[config.mk]
export PLATFORM = sky130hd
export DESIGN_NAME = rail_fault_ctrl
export DESIGN_NICKNAME = d
export VERILOG_FILES = /design/src/rtl/rfc_pkg.sv /design/src/rtl/rfc_classify.sv /design/src/rtl/rfc_holdoff.sv /design/src/rtl/rail_fault_ctrl.sv
export SDC_FILE = /design/constraint.sdc
export NUM_CORES = 1
export LEC_CHECK = 0
export BUFFER_PORTS_ARGS = -buffer_cell sky130_fd_sc_hd__buf_2
export CELL_PAD_IN_SITES_DETAIL_PLACEMENT = 2
export CELL_PAD_IN_SITES_GLOBAL_PLACEMENT = 2
export CORE_MARGIN = 2
export CORE_UTILIZATION = 30
export CTS_BUF_LIST = sky130_fd_sc_hd__clkbuf_8 sky130_fd_sc_hd__clkbuf_16
export CTS_CLUSTER_SIZE = 28
export DETAILED_ROUTE_END_ITERATION = 10
export PLACE_DENSITY = 0.67
export SKIP_LAST_GASP = 1
export SLEW_MARGIN = 20
export SYNTH_ARGS = -nofsm -noshare
export SYNTH_HDL_FRONTEND = slang
export SYNTH_SLANG_ARGS = --single-unit
[constraint.sdc]
create_clock -name clk -period 2.5 [get_ports clk]
set_input_delay 0.375 -clock clk [delete_from_list [all_inputs] [get_ports clk]]
set_output_delay 0.375 -clock clk [all_outputs]
set_load 0.02 [all_outputs]
[src/rtl/rfc_pkg.sv]
// Shared definitions for the rail fault output controller.
// Holds the polarity-select encodings, the variant codes, the
// stage-one sample record and the rail polarity decode function.
package rfc_pkg;

    localparam logic [1:0] POL_TIED_LOW  = 2'b00;
    localparam logic [1:0] POL_FLOATING  = 2'b01;
    localparam logic [1:0] POL_RESERVED  = 2'b10;
    localparam logic [1:0] POL_TIED_HIGH = 2'b11;

    localparam int VARIANT_LATCH   = 0;
    localparam int VARIANT_DISABLE = 1;

    localparam int FIXED_POSITIVE_RAILS = 2;

    // Registered copy of the inputs that feed the hold-off logic.
    typedef struct packed {
        logic uv_flt;
        logic ov_flt;
        logic lock;
        logic bypass;
    } sample_t;

    // True when rail idx (zero-based) is set to negative polarity.
    // The rail with index 2 turns negative only when the select is tied low.
    // Rails above it also turn negative when the select floats.
    function automatic logic rail_is_negative(input int idx, input logic [1:0] sel);
        if (idx < FIXED_POSITIVE_RAILS) begin
            return 1'b0;
        end
        if (idx == FIXED_POSITIVE_RAILS) begin
            return sel == POL_TIED_LOW;
        end
        return (sel == POL_TIED_LOW) || (sel == POL_FLOATING);
    endfunction

endpackage

[src/rtl/rfc_classify.sv]
// Fault classifier: maps each rail's two comparator bits to an
// undervoltage or overvoltage fault, according to the rail's polarity.
// Purely combinational. Comparator bits are assumed synchronised.
module rfc_classify #(
    parameter int NUM_RAILS = 4
) (
    input  logic [NUM_RAILS-1:0] hi_below,
    input  logic [NUM_RAILS-1:0] lo_above,
    input  logic [1:0]           pol_sel,
    output logic                 uv_fault,
    output logic                 ov_fault
);

    logic [NUM_RAILS-1:0] uv_bits;
    logic [NUM_RAILS-1:0] ov_bits;

    // One role-swap stage for each rail.
    for (genvar r = 0; r < NUM_RAILS; r++) begin : g_rail
        logic neg;
        assign neg        = rfc_pkg::rail_is_negative(r, pol_sel);
        assign uv_bits[r] = neg ? lo_above[r] : hi_below[r];
        assign ov_bits[r] = neg ? hi_below[r] : lo_above[r];
    end

    // Merge the per-rail faults of each type.
    assign uv_fault = |uv_bits;
    assign ov_fault = |ov_bits;

endmodule

[src/rtl/rfc_holdoff.sv]
// Hold-off timer for one fault output.
// It sets on a fault and counts clean cycles while set. It releases after
// TIMEOUT_CYCLES clean cycles, or one cycle after the fault clears when
// bypassed. A fault restarts the count. The priority order is
// fault > clear > freeze > count. Freeze holds the state set and zeroes
// the count; clear drops it at once.
module rfc_holdoff #(
    parameter int   TIMEOUT_CYCLES = 3125000,
    parameter logic RESET_ASSERTED = 1'b1
) (
    input  logic clk,
    input  logic rst_n,
    input  logic fault,
    input  logic clear,
    input  logic freeze,
    input  logic bypass,
    output logic asserted
);

    localparam int             CNT_W = $clog2(TIMEOUT_CYCLES + 1);
    localparam logic [CNT_W-1:0] LAST  = CNT_W'(TIMEOUT_CYCLES - 1);

    logic [CNT_W-1:0] cnt;

    // Hold state and clean-cycle counter.
    always_ff @(posedge clk) begin
        if (!rst_n) begin
            asserted <= RESET_ASSERTED;
            cnt      <= '0;
        end else if (fault) begin
            asserted <= 1'b1;
            cnt      <= '0;
        end else if (clear) begin
            asserted <= 1'b0;
            cnt      <= '0;
        end else if (asserted && !freeze) begin
            if (bypass || cnt == LAST) begin
                asserted <= 1'b0;
                cnt      <= '0;
            end else begin
                cnt <= cnt + 1'b1;
            end
        end else begin
            cnt <= '0;
        end
    end

endmodule

[src/rtl/rail_fault_ctrl.sv]
// Rail fault output controller (top).
// Samples the classified faults and the control inputs once, then runs one
// hold-off timer per output. VARIANT selects either the OV latch with its
// release input, or the output disable. The input the variant does not use
// is ignored. Reset leaves UV asserted and OV released, as in lockout.
module rail_fault_ctrl #(
    parameter int NUM_RAILS      = 4,
    parameter int TIMEOUT_CYCLES = 3125000,
    parameter int VARIANT        = 0
) (
    input  logic                 clk,
    input  logic                 rst_n,
    input  logic [NUM_RAILS-1:0] hi_below,
    input  logic [NUM_RAILS-1:0] lo_above,
    input  logic [1:0]           pol_sel,
    input  logic                 supply_lockout,
    input  logic                 timer_bypass,
    input  logic                 ov_release,
    input  logic                 out_disable,
    output logic                 uv_n,
    output logic                 ov_n
);

    import rfc_pkg::*;

    logic    uv_raw;
    logic    ov_raw;
    sample_t s_q;
    logic    uv_hold;
    logic    ov_hold;
    logic    ov_rel_pulse;
    logic    ov_freeze;

    rfc_classify #(.NUM_RAILS(NUM_RAILS)) classify_i (
        .hi_below (hi_below),
        .lo_above (lo_above),
        .pol_sel  (pol_sel),
        .uv_fault (uv_raw),
        .ov_fault (ov_raw)
    );

    // Stage one: register the classified faults and the shared controls.
    always_ff @(posedge clk) begin
        if (!rst_n) begin
            s_q <= '0;
        end else begin
            s_q.uv_flt <= uv_raw;
            s_q.ov_flt <= ov_raw;
            s_q.lock   <= supply_lockout;
            s_q.bypass <= timer_bypass;
        end
    end

    // UV hold: lockout counts as an undervoltage fault.
    rfc_holdoff #(.TIMEOUT_CYCLES(TIMEOUT_CYCLES), .RESET_ASSERTED(1'b1)) uv_hold_i (
        .clk      (clk),
        .rst_n    (rst_n),
        .fault    (s_q.uv_flt | s_q.lock),
        .clear    (1'b0),
        .freeze   (1'b0),
        .bypass   (s_q.bypass),
        .asserted (uv_hold)
    );

    // OV hold: lockout blocks and clears it.
    rfc_holdoff #(.TIMEOUT_CYCLES(TIMEOUT_CYCLES), .RESET_ASSERTED(1'b0)) ov_hold_i (
        .clk      (clk),
        .rst_n    (rst_n),
        .fault    (s_q.ov_flt & ~s_q.lock),
        .clear    (s_q.lock | ov_rel_pulse),
        .freeze   (ov_freeze),
        .bypass   (s_q.bypass),
        .asserted (ov_hold)
    );

    if (VARIANT == VARIANT_LATCH) begin : g_latch
        logic rel_q;
        logic rel_qq;
        logic unused_disable;

        // Sample the release input and keep one cycle of history to find edges.
        always_ff @(posedge clk) begin
            if (!rst_n) begin
                rel_q  <= 1'b1;
                rel_qq <= 1'b1;
            end else begin
                rel_q  <= ov_release;
                rel_qq <= rel_q;
            end
        end

        assign ov_rel_pulse   = rel_q & ~rel_qq;
        assign ov_freeze      = ~rel_q;
        assign unused_disable = out_disable;
        assign uv_n           = ~uv_hold;
        assign ov_n           = ~ov_hold;
    end else begin : g_disable
        logic dis_q;
        logic unused_release;

        // Sample the disable input.
        always_ff @(posedge clk) begin
            if (!rst_n) begin
                dis_q <= 1'b0;
            end else begin
                dis_q <= out_disable;
            end
        end

        assign ov_rel_pulse   = 1'b0;
        assign ov_freeze      = 1'b0;
        assign unused_release = ov_release;
        assign uv_n           = dis_q ? ~s_q.lock : ~uv_hold;
        assign ov_n           = dis_q ? 1'b1 : ~ov_hold;
    end

endmodule

Word level (Yosys, flattened, before mapping)
Cells that the tools add are included.

operators by class
  reduce and logical (&&, ||, !) cells = 13
  divide/modulo/power cells = 0
  $mul = 0
  $add $sub $neg = 2
  multiplexer cells = 10
  shift operators = 0
  magnitude comparators = 0
  bitwise operators = 10
  equal/unequal tests = 3

operators with widths
  cell                                                             number
  22-bit by 1-bit adder with 22-bit output, second input constant  2
  22-bit == test, second input constant                            2
  4-bit OR reduction                                               3
  1-bit 2-to-1 mux                                                 10
  1-bit inverter                                                   6
  3-bit nonzero test                                               2
  5-bit OR reduction                                               1
  1-bit logical OR                                                 3
  1-bit AND                                                        2
  2-bit by 1-bit == test with 1-bit output, second input constant  1
  2-bit logical NOT                                                1
  1-bit bitwise OR                                                 2
  2-bit AND reduction                                              1
  2-bit OR reduction                                               1
  1-bit logical AND                                                1

word-level totals
  memory bits (read-only) = 0
  RAM bits = 0
  register bits = 52
  bits in latches = 0
  memories = 0
  output and inout bits = 2

Logic depth before layout (Yosys ltp)
Gate-level depths: netlist (run 1).

  depth after elaboration = 6
  gate-level depth with buffers = 6
  depth with buffers taken out = 5

Hierarchy
Synthesis (run 1) repeated with hierarchy kept, for this count alone.

second synthesis, totals
  cell total of the unflattened synthesis = 283
  area, all modules = 2,429.8 µm²

modules (own cells, without submodules)
  module                    area each (µm²)  sequential area each (µm²)  cells each  instances
  rfc_holdoff at uv_hold_i  1,108.6          460.4                       131         1
  rfc_holdoff at ov_hold_i  1,063.5          460.4                       123         1
  rail_fault_ctrl           190.2            120.1                       19          1
  rfc_classify              67.6             0.0                         10          1

Worst setup path before layout (run 1)
OpenSTA, ideal clock, no wires.

  path kind = reg-to-reg
  start = register ov_hold_i.cnt[0]
  end = register ov_hold_i.cnt[2]
  data required time = 2.372 ns
  clock period less this slack = 1.753 ns
  path slack = 0.747 ns
  buffers on the path = 1
  arrival time = 1.626 ns
  stages on the path, launching flop included = 7
  cells stage by stage = dfxtp_1 > ha_1 > nor4bb_1 > nand3_1 > o311ai_1 > clkbuf_1 > nor2_1

between the ends
  longest elaborated chain between the ends = 3

RTL lines
  element                                                                           RTL line           text
  start, declared                                                                   rfc_holdoff.sv:23  logic [CNT_W-1:0] cnt;
  start signal, assigned                                                            rfc_holdoff.sv:41  cnt <= cnt + 1'b1;
  branches (longest 3 deep; another with 22-bit by 1-bit adder with 22-bit output)  --

Several ways; the timed one is not identified.
A chain may end at the register's enable or synchronous reset.

Worst setup path in the final report (run 1)
  start = register ov_hold_i.cnt[0]
  end = register ov_hold_i.cnt[14]

The elaborated chain is that of the path after synthesis.

==> reports/qor.yml, run 1 <==
outcome:
  status: "completed"
logic_synthesis:
  async_reset_ff_share_pct: 0
  synthCells: 267
  synth.most_common_cell: "dfxtp_1"
  synth_area_leaders: "dfxtp_1, nor2_1, xnor2_1"
  syn_nets: 285
  avgSynthCellArea_um2: 8.744
  synth-warning-count: 0
  yosysTopAreaCellShare_pct: 44.59
  synth.distinct_cells: 40
  synth_area_leader_cell: "dfxtp_1"
  ys_seq_area_share_pct: 44.59
  synth_flop_cell: "dfxtp_1"
  synth_area_um2: 2335
  synth_seq_cells: 52
  yosys-top-cells-count: "dfxtp_1, nor2_1, a21oi_1, nand3_1, nand2_1"
  synth_edf_count: 0
floorplanning:
  placementRows: 32
  io_pins: 18
  die_x_um: 92.22
  initial_utilization_pct: 30.53
  die-area_um2: 8505
  core_um2: 7647
  dieHeight_um: 92.22
drt:
  vias_per_cell: 5.041
  wl_per_cell_um: 14.38
  firstDrtPassIters: 2
  ant_nets: 0
  via_count: 1971
  routed_wl_um: 5623
  first_iter_violations: 42
  drc_errors: 0
cells_and_area:
  drive_gt1_share_pct: 12.46
  final-seq-area_um2: 1041
  layout.cells.non_filler: 391
  final_util_pct: 35.14
  n_fill_cell: 883
  multiInputGateArea_um2: 1230
  synthToLayoutAreaGrowth_pct: 15.11
  layout.nets: 306
  n_antenna_cell: 0
timing:
  layout_setup_ws_ns: 0.4978
  max_freq_ghz: 0.4994
  finalHoldViolations: 0
  period_minus_slack_ns: 2.002
  grt_setup_unrepaired: "no"
  fin_crit_sh_pct: 80.09
  setup_violations: 0
  clock-skew-final_ns: 0.008816
  fin_setup_tns_ns: 0
  slew_headroom_pct: 66.36
  slew_violations: 0
  worst_slew_pin_slew_ns: 0.5046
clock_tree:
  cts_tree: "yes"
  ctsResizeCount: 0
  hold_buffers: 0
  cts-htree-levels: 2
  clock_latency_ns: 0.31
  clk_pin_slew_ns: 0.09
  cts_setup_buffers: 0
  cts-root-buf: "clkbuf_8"
  clkSinkCount: 52
  cts_buffers: 5
  clock_path_buffers: 2
critical_path:
  cp_slowest_cell: "or4_1"
  critPathKind: "reg2reg"
  cp-start-kind: "flop"
  r2r_setup_slack_ns: 0.50
  crit_required_ns: 2.74
  critPathArrivalTime_ns: 2.24
  endpoint_kind: "flop"
  slowest_delay_ns: 0.48
  r2r-start: "ov_hold_i.cnt[0]$_SDFF_PP0_"
  rr_worst_depth: 5
  rr_endpoint: "ov_hold_i.cnt[14]$_SDFF_PP0_"
  worst-path-max-fanout: 9
  worstPathCellList: "ha_1, nand3_1, or2_0, or4_1, a21oi_1"
global_routing:
  antenna_found_initial: 0
  grt_pass1_vias: 2067
  grt_max_degree: 17
  overflow: 0
  grt_usage_pct: 14.41
  grt_pass1_wl_um: 9867
pwr:
  p_per_area_nw_per_um2: 568.4
  leakage_nw: 0.8351
  peakVddDrop_mv: 0.2177
place:
  place.gp.congestion: 0.7210
  dp_hpwl_um: 4025
  port_buffers: 16
  placed_cells: 383
  dp_slack_ns: 0.5209
hold_path:
  hold_path.startpoint: "ov_release"
  hold_class: "in2reg"
  hold_depth: 2
  hold_end: "g_latch.rel_q$_SDFF_PN1_"
run:
  maxCapViolCount: 0
==> flip-flops by register name, summed over array words and instances (netlist names) <==
| register | cells |
|---|---|
| g_latch.rel_qq | 1 |
| uv_hold_i.cnt | 22 |
| g_latch.rel_q | 1 |
| ov_hold_i.asserted | 1 |
| s_q | 4 |
| uv_hold_i.asserted | 1 |
| ov_hold_i.cnt | 22 |
==> cells in the final DEF (no fill, tap or decap), types with 6 or more instances in the layout <==
master / Yosys / layout
nor2_1: 33 / 33
o31ai_1: 10 / 10
clkbuf_8: 0 / 7
o21ai_0: 6 / 6
dfxtp_1: 52 / 52
or4_1: 10 / 10
xnor2_1: 13 / 13
nand2_1: 14 / 14
nand3_1: 16 / 16
a21oi_1: 17 / 17
buf_2: 0 / 16
inv_1: 12 / 12
nand4_1: 9 / 9
or3_1: 6 / 6
xor2_1: 11 / 11
==> power breakdown <==
group          switching (mW)  total (mW)  leakage (nW)  internal [mW]
Sequential            0.00497       0.842         0.421          0.837
Clock                   0.282       0.635        0.0645          0.353
Combinational          0.0273      0.0508         0.349         0.0235
Total                   0.314        1.53         0.835           1.21
==> metrics by stage <==
stage               instance area [um^2]  total power, mW  hold WS, ns
global placement                    2561           0.9126       0.4321
global route                        2688            1.603       0.2359
detailed placement                  2561           0.9139       0.4399
CTS                                 2688            1.562       0.2415
finish                              2688            1.528       0.2436
floorplan                           2335           0.8868       0.4176
==> layer usage <==
| layer | vias to the layer above | wire length [um] | GRT usage, % |
|---|---|---|---|
| met5 | - | 0 | 0 |
| met4 | 0 | 89 | 5.224 |
| met3 | 8 | 91 | 2.712 |
| met2 | 7 | 2869 | 26.29 |
| met1 | 961 | 2573 | 16.68 |
| li1 | 995 | - | - |
==> cells by family (layout without fill, tap and decap cells) <==
kind of cell / count (synthesis) / after routing / share of synthesized area, %
fa+ha+maj: 2 / 2 / 1.072
buf+inv: 19 / 41 / 3.055
simple gates: 126 / 126 / 30.01
compound gates: 42 / 42 / 11.41
flops: 52 / 52 / 44.59
xor+xnor: 24 / 24 / 9.003
mux: 2 / 2 / 0.8575
==> layout make-up <==
class / count / area share (%)
multi-input cells: 196 / 45.76
flip-flops and latches: 52 / 38.73
well taps: 102 / 4.749
repair buffers: 21 / 4.376
clock buffers: 7 / 3.585
inverters: 12 / 1.676
clock inverters: 1 / 1.117
==> worst max-delay path: cells and delay by family (launching register included) <==
kind | cells | cell delay (ns)
DFF | 1 | 0.43
AOI/OAI and AO/OA | 1 | 0.18
adders and majority gates | 1 | 0.30
and+or+nand+nor | 3 | 1.02
==> worst max path at each step <==
stage | start | to | slack, ns
2_1_floorplan | ov_hold_i.cnt[0]$_SDFF_PP0_ | ov_hold_i.cnt[2]$_SDFF_PP0_ | 0.75
3_3_place_gp | ov_hold_i.cnt[0]$_SDFF_PP0_ | ov_hold_i.cnt[16]$_SDFF_PP0_ | 0.58
3_5_place_dp | ov_hold_i.cnt[0]$_SDFF_PP0_ | ov_hold_i.cnt[14]$_SDFF_PP0_ | 0.52
4_1_cts | ov_hold_i.cnt[0]$_SDFF_PP0_ | ov_hold_i.cnt[14]$_SDFF_PP0_ | 0.45
5_1_grt | ov_hold_i.cnt[0]$_SDFF_PP0_ | ov_hold_i.cnt[14]$_SDFF_PP0_ | 0.35
6_report | ov_hold_i.cnt[0]$_SDFF_PP0_ | ov_hold_i.cnt[14]$_SDFF_PP0_ | 0.50
Note: power is estimated with default switching activity, not from simulation.
==> run 2: changes to the inputs <==
ABC_AREA = 1   (was default)
PLACE_DENSITY = 0.76   (was 0.67)
clock period = 1.7 ns   (was 2.5 ns; I/O delays follow)
==> run 2 against run 1 <==
Clock skew is 0.0016 ns higher. Maximum frequency is 26% higher. First-iteration DRC count is 24% lower. Clock power is 64% higher. Utilization is 0.83 points higher. Count of clock-buffer cells in the layout is 2 lower. Non-clock buffer count is 1 higher. Hold slack worse by 0.12 ns. Wire length is 21% higher. Largest cell class unchanged.
==> reports/qor.yml, run 2 <==
outcome:
  status: "completed"
cells_and_area:
  n_antenna_cell: 0
  final-seq-area_um2: 1041
  n_fill_cell: 1031
  synthToLayoutAreaGrowth_pct: 15.66
  final_cell_mix: "nand2_1, nor2_1, inv_1"
  drive_gt1_share_pct: 11.41
  multiInputGateArea_um2: 1335
  final_common_cell: "nand2_1"
  layout.nets: 429
  reg.largest.list: "ov_hold_i.cnt: 22 flops, uv_hold_i.cnt: 22 flops, s_q: 4 flops"
logic_synthesis:
  avgSynthCellArea_um2: 6.722
  synth-warning-count: 0
  synth.most_common_cell: "nand2_1"
  yosysTopAreaCellShare_pct: 40.33
  synth_edf_count: 0
  synth_area_leader_cell: "dfxtp_1"
  synth_flop_cell: "dfxtp_1"
  async_reset_ff_share_pct: 0
  ys_seq_area_share_pct: 40.33
  synth.distinct_cells: 26
  synthCells: 384
  syn_nets: 402
  synth_area_um2: 2581
  synth_seq_cells: 52
  synth_area_leaders: "dfxtp_1, nand2_1, nor2_1"
  yosys-top-cells-count: "nand2_1, nor2_1, inv_1, dfxtp_1, a21oi_1"
critical_path:
  crit_buf_inv: 0
  critPathArrivalTime_ns: 1.83
  crit_required_ns: 1.95
  worst-path-max-fanout: 4
  cp_slowest_cell: "dfxtp_1"
  cp-start-kind: "flop"
  critPathKind: "reg2reg"
  slowest_delay_ns: 0.34
  endpoint_kind: "flop"
  crit_family: "simple AND/OR/NAND/NOR gates"
  worstPathCellList: "ha_1, nand2_1, nor2_1, nand3_1, nand2_1, nor2_1, nand2_1, nor2_1"
clock_tree:
  cts-htree-levels: 2
  cts_buffers: 5
  cts_setup_buffers: 0
  hold_buffers: 0
  clock_path_buffers: 2
  clock_latency_ns: 0.31
  clkSinkCount: 52
  cts-root-buf: "clkbuf_8"
  cts_tree: "yes"
  clk_pin_slew_ns: 0.10
place:
  dp_slack_ns: 0.08943
  dp_hpwl_um: 5371
  port_buffers: 16
  place.gp.congestion: 0.8013
timing:
  finalHoldViolations: 0
  worst_slew_pin_slew_ns: 0.3206
  slew_violations: 0
  clock-skew-final_ns: 0.01038
  period_minus_slack_ns: 1.584
  layout_setup_ws_ns: 0.1160
  fin_setup_tns_ns: 0
  max_freq_ghz: 0.6313
  worst_hold_slack_ns: 0.1210
  grt_setup_unrepaired: "yes"
  fin_crit_sh_pct: 93.18
  setup_violations: 0
  slew_headroom_pct: 78.55
run:
  maxCapViolCount: 0
floorplanning:
  initial_utilization_pct: 31.10
  dieHeight_um: 96.76
  io_pins: 18
  placementRows: 33
  die_x_um: 96.76
  die-area_um2: 9363
  core_um2: 8299
drt:
  first_iter_violations: 32
  firstDrtPassIters: 4
  drc_errors: 0
  ant_nets: 0
  via_count: 2419
  vias_per_cell: 4.679
  wl_per_cell_um: 13.15
  routed_wl_um: 6799
global_routing:
  grt_usage_pct: 15.58
  grt_pass1_wl_um: 12180
  antenna_found_initial: 0
  grt_pass1_vias: 2699
  grt_max_degree: 19
  overflow: 0
pwr:
  peakVddDrop_mv: 0.4111
  leakage_nw: 1.036
  p_per_area_nw_per_um2: 793.0
hold_path:
  hold_class: "in2reg"
run 2: cell count changes after synthesis, sizes merged, moves of 7 or more:
cell,change
nand2,+79
nor2,+65
inv,+42
or4,-11
o31ai,-10
nor3,+9
or3,-8
clkbuf,-7
run 2: per-stage QoR:
step | util, % | power, mW | cell area [um^2] | cells
finish | 35.97 | 2.367 | 2985 | 517
global route | 35.97 | 2.468 | 2985 | 517
CTS | 35.73 | 2.417 | 2965 | 517
detailed placement | 34.07 | 1.360 | 2828 | 509
global placement | 34.07 | 1.355 | 2828 | 509
floorplan | - | 1.315 | 2581 | 384
run 2: cell families (layout without fill, tap and decap cells):
family / count (synthesis) / count (layout) / synth area share (%)
adder cells (fa/ha/maj): 2 / 2 / 0.9693
AO/OA/AOI/OAI: 27 / 27 / 6.108
flip-flops: 52 / 52 / 40.33
AND/OR/NAND/NOR: 232 / 232 / 38.78
XOR/XNOR: 15 / 15 / 5.090
buffers and inverters: 56 / 84 / 8.725
run 2: path summary, 6_finish.rpt:
check | from | end | slack, ns | depth (start not counted)
hold / removal | timer_bypass | s_q[0]$_SDFF_PN0_ | 0.12 | 3
setup reg to reg | ov_hold_i.cnt[0]$_SDFF_PP0_ | ov_hold_i.cnt[21]$_SDFF_PP0_ | 0.12 | 8
setup / recovery | ov_hold_i.cnt[0]$_SDFF_PP0_ | ov_hold_i.cnt[21]$_SDFF_PP0_ | 0.12 | 8
hold reg to reg | ov_hold_i.cnt[0]$_SDFF_PP0_ | ov_hold_i.cnt[0]$_SDFF_PP0_ | 0.45 | 1
run 2: per-layer routing:
metal	up-vias	wire (um)	GRT usage, %
met4	0	55	3.250
met5	-	0	0
met1	1166	3028	18.28
li1	1233	-	-
met3	7	101	2.384
met2	13	3614	29.70
run 2: final cells by class:
type / instances / share of cell area [%]
tap: 105 / 4.401
sequential: 52 / 34.87
clock inverter: 3 / 2.305
inverter: 54 / 6.790
timing repair buffer: 22 / 4.610
multi-input combinational: 276 / 44.72
clock buffer: 5 / 2.305
run 2: worst register-to-register path: stages, from the launching register on:
cell and delay [ns]:
dfxtp_1 0.34, ha_1 0.21, nand2_1 0.17, nor2_1 0.07, nand3_1 0.17, nand2_1 0.10, nor2_1 0.27, nand2_1 0.09
nor2_1 0.11
run 2: timing repair:
item | 4_1_cts | 5_1_grt
endpoints found under the hold margin | 0 | 0
gates resized for setup | 0 | 5
endpoints found under the setup margin | 0 | 5
run 2: power breakdown:
part / internal, mW / switching [mW]
logic: 0.0394 / 0.0522
clock network: 0.593 / 0.446
registers: 1.23 / 0.00596
